`config.mk`:
```
export PLATFORM = sky130hd
export DESIGN_NAME = txn_err_monitor
export DESIGN_NICKNAME = d
export VERILOG_FILES = /design/src/rtl/err_mon_pkg.sv /design/src/rtl/err_rst_sync.sv /design/src/rtl/err_retry_tracker.sv /design/src/rtl/err_flag_cell.sv /design/src/rtl/err_irq_merge.sv /design/src/rtl/txn_err_monitor.sv
export SDC_FILE = /design/constraint.sdc
export NUM_CORES = 1
export LEC_CHECK = 0
export BUFFER_PORTS_ARGS = -buffer_cell sky130_fd_sc_hd__buf_4
export CAP_MARGIN = 20
export CORE_ASPECT_RATIO = 1.1
export CORE_MARGIN = 2
export CORE_UTILIZATION = 46
export DETAILED_ROUTE_END_ITERATION = 16
export PLACE_DENSITY = 0.82
export SLEW_MARGIN = 25
export SYNTH_ARGS = -nofsm -noshare
export SYNTH_HDL_FRONTEND = slang
export SYNTH_SLANG_ARGS = --single-unit
```
`constraint.sdc`:
```
create_clock -name clk -period 0.8 [get_ports clk]
set_input_delay 0.12 -clock clk [delete_from_list [all_inputs] [get_ports clk]]
set_output_delay 0.12 -clock clk [all_outputs]
set_load 0.03 [all_outputs]
```
`src/rtl/err_mon_pkg.sv`:
```
package err_mon_pkg;

  localparam int unsigned N_FLAG = 4;

  typedef enum logic [1:0] {
    FLG_SYS   = 2'd0,
    FLG_RETRY = 2'd1,
    FLG_TABT  = 2'd2,
    FLG_IABT  = 2'd3
  } flag_idx_e;

  typedef logic [N_FLAG-1:0] flag_vec_t;

endpackage

```
`src/rtl/err_rst_sync.sv`:
```
module err_rst_sync #(
  parameter int unsigned STAGES = 2
) (
  input  logic clk,
  input  logic rst_async_n,
  output logic rst_sync_n
);

  logic [STAGES-1:0] sync_q;
  logic [STAGES-1:0] sync_d;

  always_comb begin
    sync_d = {sync_q[STAGES-2:0], 1'b1};
  end

  always_ff @(posedge clk or negedge rst_async_n) begin
    if (!rst_async_n) begin
      sync_q <= '0;
    end else begin
      sync_q <= sync_d;
    end
  end

  assign rst_sync_n = sync_q[STAGES-1];

endmodule

```
`src/rtl/err_retry_tracker.sv`:
```
module err_retry_tracker #(
  parameter int unsigned LIM_W = 8
) (
  input  logic             clk,
  input  logic             rst_n,
  input  logic             txn_start_i,
  input  logic             retry_i,
  input  logic [LIM_W-1:0] limit_i,
  output logic             over_o
);

  localparam int unsigned CNT_W = LIM_W + 1;
  localparam logic [CNT_W-1:0] CNT_MAX = {CNT_W{1'b1}};

  logic [CNT_W-1:0] cnt_q;
  logic [CNT_W-1:0] cnt_d;
  logic [CNT_W-1:0] base;
  logic             cnt_en;
  logic             lim_on;

  always_comb begin
    base   = txn_start_i ? '0 : cnt_q;
    cnt_en = txn_start_i | retry_i;
    cnt_d  = base;
    if (retry_i && (base != CNT_MAX)) begin
      cnt_d = base + 1'b1;
    end
    lim_on = (limit_i != '0);
    over_o = retry_i && lim_on && (base >= {1'b0, limit_i});
  end

  always_ff @(posedge clk or negedge rst_n) begin
    if (!rst_n) begin
      cnt_q <= '0;
    end else if (cnt_en) begin
      cnt_q <= cnt_d;
    end
  end

  // a start without a retry leaves the count at zero
  a_r4_start_clears: assert property (@(posedge clk) disable iff (!rst_n)
    (txn_start_i && !retry_i) |=> (cnt_q == '0));

  // a retry inside a transaction advances the count by one
  a_r2_count_step: assert property (@(posedge clk) disable iff (!rst_n)
    (!txn_start_i && retry_i && (cnt_q != CNT_MAX)) |=> (cnt_q == $past(cnt_q) + 1'b1));

  // with no start and no retry the count is frozen (aborts cannot move it)
  a_r10_count_hold: assert property (@(posedge clk) disable iff (!rst_n)
    (!txn_start_i && !retry_i) |=> $stable(cnt_q));

endmodule

```
`src/rtl/err_flag_cell.sv`:
```
module err_flag_cell #(
  parameter bit NEEDS_ARM = 1'b0
) (
  input  logic clk,
  input  logic rst_n,
  input  logic set_i,
  input  logic clr_i,
  input  logic arm_i,
  output logic flag_o
);

  logic flag_q;
  logic flag_d;
  logic clr_ok;

  generate
    if (NEEDS_ARM) begin : g_armed
      logic armed_q;
      logic armed_d;

      always_comb begin
        clr_ok  = clr_i && armed_q;
        armed_d = armed_q;
        if (clr_ok) begin
          armed_d = 1'b0;
        end else if (arm_i && flag_q) begin
          armed_d = 1'b1;
        end
      end

      always_ff @(posedge clk or negedge rst_n) begin
        if (!rst_n) begin
          armed_q <= 1'b0;
        end else begin
          armed_q <= armed_d;
        end
      end

      // an unarmed system-error flag cannot be cleared
      a_r8_needs_arm: assert property (@(posedge clk) disable iff (!rst_n)
        (flag_q && !armed_q) |=> flag_q);
    end else begin : g_plain
      logic unused_arm;
      assign unused_arm = arm_i;
      always_comb begin
        clr_ok = clr_i;
      end
    end
  endgenerate

  always_comb begin
    flag_d = flag_q;
    if (set_i) begin
      flag_d = 1'b1;
    end else if (clr_ok) begin
      flag_d = 1'b0;
    end
  end

  always_ff @(posedge clk or negedge rst_n) begin
    if (!rst_n) begin
      flag_q <= 1'b0;
    end else begin
      flag_q <= flag_d;
    end
  end

  assign flag_o = flag_q;

  // an event in the same cycle as a clear leaves the flag set
  a_r7_set_wins: assert property (@(posedge clk) disable iff (!rst_n)
    set_i |=> flag_q);

  // without a clear request a set flag stays set
  a_r6_sticky: assert property (@(posedge clk) disable iff (!rst_n)
    (flag_q && !clr_i) |=> flag_q);

endmodule

```
`src/rtl/err_irq_merge.sv`:
```
module err_irq_merge #(
  parameter int unsigned N = 4
) (
  input  logic         clk,
  input  logic         rst_n,
  input  logic [N-1:0] flags_i,
  input  logic [N-1:0] en_i,
  output logic         irq_o
);

  logic irq_q;
  logic irq_d;

  always_comb begin
    irq_d = |(flags_i & en_i);
  end

  always_ff @(posedge clk or negedge rst_n) begin
    if (!rst_n) begin
      irq_q <= 1'b0;
    end else begin
      irq_q <= irq_d;
    end
  end

  assign irq_o = irq_q;

endmodule

```
`src/rtl/txn_err_monitor.sv`:
```
module txn_err_monitor
  import err_mon_pkg::*;
#(
  parameter int unsigned LIM_W  = 8,
  parameter int unsigned STAT_W = 16
) (
  input  logic              clk,
  input  logic              rst_n,
  input  logic              txn_start_i,
  input  logic              retry_i,
  input  logic              tabort_i,
  input  logic              iabort_i,
  input  logic              illegal_state_i,
  input  logic [LIM_W-1:0]  retry_limit_i,
  input  logic [N_FLAG-1:0] irq_en_i,
  input  logic              ctrl_reset_i,
  input  logic              clr_we_i,
  input  logic [STAT_W-1:0] clr_data_i,
  output logic [STAT_W-1:0] status_o,
  output logic              irq_o
);

  logic      rst_int_n;
  logic      retry_over;
  flag_vec_t set_vec;
  flag_vec_t clr_vec;
  flag_vec_t flags;
  logic      unused_clr_hi;

  err_rst_sync #(.STAGES(2)) u_rst (
    .clk         (clk),
    .rst_async_n (rst_n),
    .rst_sync_n  (rst_int_n)
  );

  err_retry_tracker #(.LIM_W(LIM_W)) u_retry (
    .clk         (clk),
    .rst_n       (rst_int_n),
    .txn_start_i (txn_start_i),
    .retry_i     (retry_i),
    .limit_i     (retry_limit_i),
    .over_o      (retry_over)
  );

  always_comb begin
    set_vec            = '0;
    set_vec[FLG_SYS]   = illegal_state_i;
    set_vec[FLG_RETRY] = retry_over;
    set_vec[FLG_TABT]  = tabort_i;
    set_vec[FLG_IABT]  = iabort_i;
    clr_vec            = clr_we_i ? clr_data_i[N_FLAG-1:0] : '0;
  end

  assign unused_clr_hi = ^clr_data_i[STAT_W-1:N_FLAG];

  generate
    for (genvar i = 0; i < int'(N_FLAG); i++) begin : g_flag
      err_flag_cell #(.NEEDS_ARM(i == int'(FLG_SYS))) u_cell (
        .clk    (clk),
        .rst_n  (rst_int_n),
        .set_i  (set_vec[i]),
        .clr_i  (clr_vec[i]),
        .arm_i  (ctrl_reset_i),
        .flag_o (flags[i])
      );
    end
  endgenerate

  err_irq_merge #(.N(N_FLAG)) u_irq (
    .clk     (clk),
    .rst_n   (rst_int_n),
    .flags_i (flags),
    .en_i    (irq_en_i),
    .irq_o   (irq_o)
  );

  always_comb begin
    status_o              = '0;
    status_o[N_FLAG-1:0]  = flags;
  end

  // the interrupt follows the enabled flags one clock later
  a_r9_irq_lag: assert property (@(posedge clk) disable iff (!rst_int_n)
    irq_o == $past(|(status_o[N_FLAG-1:0] & irq_en_i)));

  // with an unlimited limit the retry flag cannot rise
  a_r3_unlimited: assert property (@(posedge clk) disable iff (!rst_int_n)
    ((retry_limit_i == '0) && !status_o[FLG_RETRY]) |=> !status_o[FLG_RETRY]);

  // an abort shows in its flag on the next cycle
  a_r5_abort_flags: assert property (@(posedge clk) disable iff (!rst_int_n)
    (tabort_i || iabort_i) |=> (status_o[FLG_TABT] || status_o[FLG_IABT]));

endmodule

```
* Yosys cells after proc, flatten, opt, wreduce, memory -nomap -nowiden
Index checks and enable logic that the tools add are counted.
** Cells by class
- Add/subtract/negate cells :: 1
- Magnitude comparators :: 1
- Equality and inequality tests :: 1
- Multiplexer cells :: 13
- Bitwise gates (word level) :: 2
- Reduce and logical (&&, ||, !) cells :: 12
** Operators with widths (count)
- two-way mux 9 bit :: 2
- two-way mux 1 bit :: 10
- nonzero test 2 bit :: 5
- adder 9 x 1 -> 9 bit, second input constant :: 1
- greater-or-equal comparator 9 x 8 -> 1 bit :: 1
- inequality test 9 bit, second input constant :: 1
- nonzero test 8 bit :: 1
- logical AND 1 bit :: 5
- AND 4 bit :: 1
- two-way mux 4 bit :: 1
- OR reduction 4 bit :: 1
- bitwise OR 1 bit :: 1
** Storage, ports and cells
- Register bits :: 17
- Input port bits :: 37
- Output and inout bits :: 17

* Longest topological paths before layout
Gate-level depths: netlist of the first run.
- Word-level depth :: 4
- Depth in mapped cells :: 10

* Modules after synthesis
From an unflattened synthesis of the first run, not the netlist that was laid out.
** Unflattened totals
- Cells, all modules :: 112
- Area, all modules :: 1103.6 um2
** Modules (own cells, without submodules)
- err_retry_tracker :: instances 1, cells each 73, area an instance 703.2 um2
- txn_err_monitor :: instances 1, cells each 17, area an instance 118.9 um2
- err_flag_cell (g_flag[1].u_cell ...) :: instances 3, cells each 3, area an instance 36.3 um2
- err_flag_cell (g_flag[0].u_cell) :: instances 1, cells each 6, area an instance 75.1 um2
- err_rst_sync :: instances 1, cells each 3, area an instance 53.8 um2
- err_irq_merge :: instances 1, cells each 4, area an instance 43.8 um2

* Least setup slack after synthesis of the first run
OpenSTA, ideal clock, no wires.
- Kind :: register to register
- From :: register u_retry.cnt_q[1]
- To :: register u_retry.cnt_q[6]
- Setup time :: 0.123 ns
- Arrival :: 1.699 ns
- Data required time :: 0.677 ns
- Path slack :: -1.021 ns
- Cell stages (with the launch flop) :: 10
- Path buffers :: 0
- Clock period less this slack :: 1.821 ns
- Cells stage by stage :: dfrtp_1 and2b_1 ha_1 nand2_1 nor4_1 ha_1 and2b_1 and3b_1 nand3_1 xnor2_1
** On the way
- Word-level cells in the longest chain between the ends :: 4
** Ends and longest elaborated chain
- start: declaration :: RTL line err_retry_tracker.sv:15 : logic [CNT_W-1:0] cnt_q;
- start signal: assignment :: RTL line err_retry_tracker.sv:36 : cnt_q <= cnt_d;
- two-way mux 9 bit * :: RTL line err_retry_tracker.sv:22 : base = txn_start_i ? '0 : cnt_q;
- parallel branches: the longest is 2 deep, another holds adder 9 x 1 -> 9 bit
- two-way mux 9 bit * :: RTL line err_retry_tracker.sv:25 : if (retry_i && (base != CNT_MAX)) begin
Mark *: on every way between the ends.
A chain may end at the register's enable or synchronous reset.

* Worst setup path in the final report of the first run
- From :: register u_retry.cnt_q[1]
- To :: register u_retry.cnt_q[7]
Same word-level chain as after synthesis.

==> results.sh, run 1 <==
export IMPL_grt_pass1_wl_um=4750
export IMPL_gp_congestion=0.876
export IMPL_portBuffers=29
export IMPL_io_pins=54
export IMPL_dp_hpwl_um=1990
export IMPL_die_h_um=56.0
export IMPL_grt_pass1_vias=1102
export IMPL_synth_area_mux_share_pct=0
export IMPL_fin_ws_ns=-1.01
export IMPL_tightestPinTransition_ns=0.535
export IMPL_critical_path_class="reg2reg"
export IMPL_die_w_um=51.2
export IMPL_cp_end_kind="flop"
export IMPL_cts_sinks=17
export IMPL_die_area_um2=2870
export IMPL_synth_top_family_by_area="simple AND/OR/NAND/NOR gates"
export IMPL_first_pass_iters=4
export IMPL_core_area_um2=2300
export IMPL_period_needed_ns=1.81
export IMPL_numCtsBuffers=3
export IMPL_crit_slowest_cell="dfrtp_1"
export IMPL_layout_commonest_cell="buf_4"
export IMPL_synth_cell_types=29
export IMPL_fin_area_um2=1730
export IMPL_clkTransAtPathRegs_ns=0.10
export IMPL_crit_family="simple AND/OR/NAND/NOR gates"
export IMPL_cp_slowest_stage_delay_ns=0.39
export IMPL_rsz0062_at_grt="yes"
export IMPL_fmax_mhz=551
export IMPL_fin_skew_ns=0.000861
export IMPL_hold_violations=0
export IMPL_cts_buffer_depth=2
export IMPL_grt_max_degree=16
export IMPL_critPathArrivalTime_ns=2.01
export IMPL_required_ns=0.99
export IMPL_rows=18
export IMPL_slew_headroom_pct=64.0
export IMPL_swShare_pct=31.0
export IMPL_min_path_type="in2reg"
export IMPL_gr_total_overflow=0
export IMPL_n_fill_cell=159
export IMPL_synth_seq_area_share_pct=37.7
export IMPL_vias=1033
export IMPL_power_total_mw=2.02
export IMPL_ant_nets=0
export IMPL_cts_max_level=1
export IMPL_grt_use_total_pct=22.0
export IMPL_p_sw_mw=0.626
export IMPL_p_int_mw=1.40
export IMPL_p_leak_nw=0.954
export IMPL_p_seq_share_pct=47.1
export IMPL_post_drt_wl_per_cell_um=15.0
export IMPL_crit_chain="and2b_1 -> ha_2 -> nand2_2 -> nor4_4 -> ha_2 -> nand2b_4 -> nor3_4 -> nand4_1 -> xnor2_1"
export IMPL_finalWirelength_um=3120
export IMPL_cp_max_fo=3
export IMPL_synthCells=119
export IMPL_status="finished, violations left"
export IMPL_path_common_cell="ha_2"
export IMPL_synth_top_cells_by_area="dfrtp_1 38%, ha_1 11%, buf_4 11%, nand2_1 5.0%, and2b_1 4.0%"
export IMPL_synth_simple_gate_area_share_pct=20.6
export IMPL_setup_viol=16
export IMPL_cts_root_buf="clkbuf_4"
export IMPL_holdWs_ns=0.00358
export IMPL_pwr_share_comb_pct=29.8
export IMPL_yosysWarnings=0
export IMPL_synth_top_cell_area_share_pct=37.7
export IMPL_syn_to_final_growth_pct=53.1
export IMPL_critPathBufInv=0
export IMPL_clkLatencyLatePin_ns=0.30
export IMPL_post_synth_fa_ha_maj_area_fraction_pct=11.1
export IMPL_startpoint_type="flop"
export IMPL_drv_cap=0
export IMPL_vias_per_cell=4.97
export IMPL_violations="negative setup slack"
export IMPL_clockPowerShare_pct=23.1
export IMPL_final_cell_mix="48 x buf_4, 17 x dfrtp_1, 13 x conb_1, 12 x nand2_1, 10 x inv_1"
export IMPL_post_route_period_util_pct=227
export IMPL_syn_area_um2=1130
export IMPL_synth_compound_area_share_pct=10.5
export IMPL_drc=0
export IMPL_syn_avg_cell_area_um2=9.48
export IMPL_power_per_cell_area_nw_per_um2=1170
export IMPL_diodes=0
export IMPL_drt_initial_drc_count=8
export IMPL_synthXorXnorAreaFrac_pct=5.43
export IMPL_pre_cts_slack_ns=-1.02
export IMPL_slew_violations=0
export IMPL_drive_gt1_share_pct=48.3
export IMPL_start_util_pct=49.1
export IMPL_placed_cell_area_um2=1440
export IMPL_synth_seq_cells=17
export IMPL_ir_worst_vdd_v=0.00125
export IMPL_cts_tree="built"
export IMPL_synth_top_area_cell="dfrtp_1"
export IMPL_nets=226
export IMPL_antenna_found_initial=0
==> sequential cells by signal (all words and copies together), names as in the netlist <==
signal,count
u_rst.sync_q,2
g_flag.u_cell.g_armed.armed_q,1
u_irq.irq_o,1
u_retry.cnt_q,9
g_flag.u_cell.flag_o,4
==> cell usage after synthesis <==
cell and count:
nor3_2 1, nand2_1 15, a22oi_1 2, buf_4 16
and2b_1 6, nand4_1 1, conb_1 2, a21o_1 5
o22a_1 1, a21boi_0 2, nand2b_1 2, a211oi_1 1
nand3_1 6, dfrtp_1 17, a21oi_1 1, ha_1 10
nor2b_2 1, nor4_1 3, and3b_1 1, a2111oi_2 1
o21ai_1 1, and3_1 2, xnor2_1 5, xor2_1 2
nor2b_1 1, o21ai_0 2, nand2b_4 1, nor2_1 1
inv_1 10
==> routing by layer <==
layer,track usage [%],share of wire (%),vias up
met4,5.26,0.67,0
met1,21.8,35,502
li1,-,-,487
met2,43.8,58,38
met5,0,0,-
met3,5.38,6.4,6
==> path summary, 6_finish.rpt <==
| check | startpoint | endpoint | slack (ns) | cells past startpoint |
|---|---|---|---|---|
| worst max-delay path | u_retry.cnt_q[1]$_DFFE_PN0P_ | u_retry.cnt_q[7]$_DFFE_PN0P_ | -1.01 | 9 |
| worst min-delay path | tabort_i | g_flag[2].u_cell.flag_o$_DFFE_PN0P_ | 0.004 | 2 |
| worst max register to register | u_retry.cnt_q[1]$_DFFE_PN0P_ | u_retry.cnt_q[7]$_DFFE_PN0P_ | -1.01 | 9 |
| worst min register to register | u_rst.sync_q[1]$_DFF_PN0_ | u_retry.cnt_q[5]$_DFFE_PN0P_ | 0.19 | 1 |
| max in group asynchronous | u_rst.sync_q[1]$_DFF_PN0_ | u_retry.cnt_q[0]$_DFFE_PN0P_ | 0.44 | 1 |
| min in group asynchronous | rst_n | u_rst.sync_q[1]$_DFF_PN0_ | 0.15 | 2 |
==> power by group through the flow <==
stage	combinational [mW]	sequential (mW)	clock [mW]
final	0.602	0.952	0.468
after global routing	0.651	0.957	0.503
after CTS	0.531	0.947	0.473
after floorplan	0.289	0.976	0
after detailed placement	0.445	0.965	0
after global placement	0.427	0.960	0
==> through the flow <==
step | instances | TNS [ns] | utilization, %
global placement | 191 | -8.71 | 62.9
floorplan | 130 | -8.12 | -
detailed placement | 191 | -9.74 | 62.9
finish | 208 | -10.61 | 75.2
global route | 208 | -11.78 | 75.2
CTS | 204 | -10.51 | 71.7
==> cells by family (layout without fill, tap and decap cells) <==
logic type | after synthesis | count (layout)
buf+inv | 26 | 74
other cells | 2 | 13
fa+ha+maj | 10 | 10
flops | 17 | 17
xor+xnor | 7 | 7
simple gates | 41 | 41
compound gates | 16 | 16
==> layout make-up <==
cell class,instances,area [µm²],share of cell area [%]
Tap cell,30,37.5,2.17
Inverter,10,37.5,2.17
Multi-Input combinational cell,87,708,41.0
Clock buffer,3,22.5,1.30
Clock inverter,1,5.00,0.290
Timing Repair Buffer,60,492,28.5
Sequential cell,17,425,24.6
==> timing repair <==
item	in CTS	in global routing
hold endpoints to repair	3	1
pin swaps	8	4
hold buffers	2	1
resized for setup	23	10
setup endpoints to repair	16	20
setup buffers	8	3
Power figures use the tool's default switching activity.
==> inputs of run 2 (changes only) <==
--- a/config.mk
+++ b/config.mk
@@ -9,9 +9,9 @@
 export CAP_MARGIN = 20
 export CORE_ASPECT_RATIO = 1.1
 export CORE_MARGIN = 2
-export CORE_UTILIZATION = 46
+export CORE_UTILIZATION = 49
 export DETAILED_ROUTE_END_ITERATION = 16
-export PLACE_DENSITY = 0.82
+export PLACE_DENSITY = 0.86
 export SLEW_MARGIN = 25
 export SYNTH_ARGS = -nofsm -noshare
 export SYNTH_HDL_FRONTEND = slang
==> constraint.sdc (replaced) <==
create_clock -name clk -period 2.3 [get_ports clk]
set_input_delay 0.345 -clock clk [delete_from_list [all_inputs] [get_ports clk]]
set_output_delay 0.345 -clock clk [all_outputs]
set_load 0.03 [all_outputs]
==> run 2 against run 1 <==
Effect of this change:
- the run now ends clean
- wire length shrank 31%
- via count fell by 15%
- register-to-register slack improved by 1.3 ns
- sequential share of layout area is 7.1 points higher
- fmax down 9.7%
- clock power shrank 68%
- worst hold slack better by 0.23 ns
- setup slack improved by 1.3 ns
- die area down 5.7%
- critical path type unchanged
- critical endpoint is now u_retry.cnt_q[6]$_DFFE_PN0P_
- largest power group unchanged
- highest routed layer unchanged
==> results.sh, run 2 (same netlist as run 1, synthesis figures left out) <==
export IMPL_min_path_type="reg2async"
export IMPL_drt_initial_drc_count=6
export IMPL_tns_ns=0
export IMPL_diodes=0
export IMPL_final_cell_mix="29 x buf_4, 17 x dfrtp_1, 15 x nand2_1, 13 x conb_1"
export IMPL_p_leak_nw=0.760
export IMPL_clockPowerShare_pct=24.3
export IMPL_cp_end_kind="flop"
export IMPL_drive_gt1_share_pct=24.3
export IMPL_critical_path_class="reg2reg"
export IMPL_die_h_um=54.3
export IMPL_seqCellArea_um2=425
export IMPL_slew_violations=0
export IMPL_period_needed_ns=2.01
export IMPL_clkTransAtPathRegs_ns=0.09
export IMPL_start_util_pct=51.1
export IMPL_cts_buffer_depth=2
export IMPL_power_total_mw=0.622
export IMPL_dp_cells=173
export IMPL_swShare_pct=28.6
export IMPL_antenna_found_initial=0
export IMPL_cp_slowest_stage_delay_ns=0.38
export IMPL_crit_chain="and2b_1 -> ha_1 -> nand2_1 -> nor4_1 -> ha_1 -> and2b_1 -> and3b_1 -> nand3_1 -> xnor2_1"
export IMPL_rows=18
export IMPL_ir_worst_vdd_v=0.000285
export IMPL_startpoint_type="flop"
export IMPL_fin_ws_ns=0.291
export IMPL_top_register="u_retry.cnt_q"
export IMPL_hold_violations=0
export IMPL_die_w_um=49.8
export IMPL_largest_reg_flops=9
export IMPL_rr_worst_depth=9
export IMPL_post_route_period_util_pct=87.4
export IMPL_dp_hpwl_um=1830
export IMPL_grt_pass1_vias=913
export IMPL_power_per_cell_area_nw_per_um2=464
export IMPL_post_drt_wl_per_cell_um=12.1
export IMPL_holdWs_ns=0.236
export IMPL_required_ns=2.48
export IMPL_vias=881
export IMPL_cp_max_fo=5
export IMPL_die_area_um2=2700
export IMPL_n_fill_cell=198
export IMPL_clkLatencyLatePin_ns=0.28
export IMPL_cts_setup_buffers=0
export IMPL_placed_cell_area_um2=1310
export IMPL_p_seq_share_pct=53.7
export IMPL_gr_total_overflow=0
export IMPL_slew_headroom_pct=61.9
export IMPL_path_depth=9
export IMPL_io_pins=54
export IMPL_status="finished, final reports clean"
export IMPL_layout_commonest_cell="buf_4"
export IMPL_grt_pass1_wl_um=3750
export IMPL_tightestPinTransition_ns=0.572
export IMPL_setup_viol=0
export IMPL_grt_use_total_pct=18.8
export IMPL_fin_cells=178
export IMPL_syn_to_final_growth_pct=18.8
export IMPL_multi_input_area_um2=587
export IMPL_fmax_mhz=498
export IMPL_grt_max_degree=16
export IMPL_vias_per_cell=4.95
export IMPL_drc=0
export IMPL_cts_root_buf="clkbuf_4"
export IMPL_drv_cap=0
export IMPL_nets=196
export IMPL_fin_area_um2=1340
export IMPL_ant_nets=0
export IMPL_fin_util_pct=60.8
export IMPL_critPathBufInv=0
export IMPL_crit_slowest_cell="dfrtp_1"
export IMPL_pre_cts_slack_ns=0.107
export IMPL_core_area_um2=2210
export IMPL_gp_congestion=0.793
export IMPL_crit_family="simple AND/OR/NAND/NOR gates"
export IMPL_p_int_mw=0.444
export IMPL_portBuffers=29
export IMPL_critPathArrivalTime_ns=2.18
export IMPL_p_sw_mw=0.178
export IMPL_cts_resized_gates=0
export IMPL_pwr_share_comb_pct=22.0
export IMPL_rsz0062_at_grt="no"
export IMPL_cts_tree="built"
export IMPL_cts_sinks=17
export IMPL_first_pass_iters=4
export IMPL_numCtsBuffers=3
export IMPL_fin_skew_ns=0.00262
export IMPL_finalWirelength_um=2150
export IMPL_cts_max_level=1
## run 2: area by class of cell
class	instances	area share, %
Sequential cell	17	31.7
Timing Repair Buffer	30	17.0
Clock buffer	4	1.96
Tap cell	30	2.80
Inverter	10	2.80
Multi-Input combinational cell	87	43.7
## run 2: per-layer routing
metal / track usage, % / up-vias / wire (µm)
li1: - / 432 / -
met1: 18.2 / 414 / 831
met2: 38.9 / 30 / 1140
met3: 4.64 / 5 / 138
met4: 6.94 / 0 / 35
met5: 0 / - / 0
## run 2: worst paths after layout
kind	start	end	slack [ns]
max	u_retry.cnt_q[1]$_DFFE_PN0P_	u_retry.cnt_q[6]$_DFFE_PN0P_	0.29
min	u_rst.sync_q[1]$_DFF_PN0_	g_flag[2].u_cell.flag_o$_DFFE_PN0P_	0.24
max reg2reg	u_retry.cnt_q[1]$_DFFE_PN0P_	u_retry.cnt_q[6]$_DFFE_PN0P_	0.29
min reg2reg	u_rst.sync_q[1]$_DFF_PN0_	g_flag[2].u_cell.flag_o$_DFFE_PN0P_	0.24
max in group asynchronous	u_rst.sync_q[1]$_DFF_PN0_	u_retry.cnt_q[6]$_DFFE_PN0P_	1.69
min in group clk	iabort_i	g_flag[3].u_cell.flag_o$_DFFE_PN0P_	0.24
## run 2: timing repair
item / in CTS / in global routing
endpoints found under the setup margin: 0 / 0
hold buffers: 1 / 0
endpoints found under the hold margin: 2 / 0
## run 2: power by group through the flow
stage / Sequential [mW] / Clock, mW / Combinational, mW
CTS: 0.334 / 0.155 / 0.138
global route: 0.338 / 0.172 / 0.153
floorplan: 0.340 / 0 / 0.0999
finish: 0.334 / 0.151 / 0.137
detailed placement: 0.340 / 0 / 0.136
global placement: 0.339 / 0 / 0.131
## run 2: worst register-to-register path: stages, from the launching register on
cell and delay (ns):
dfrtp_1 0.38, and2b_1 0.19, ha_1 0.22, nand2_1 0.09, nor4_1 0.06, ha_1 0.20
and2b_1 0.29, and3b_1 0.22, nand3_1 0.10, xnor2_1 0.14
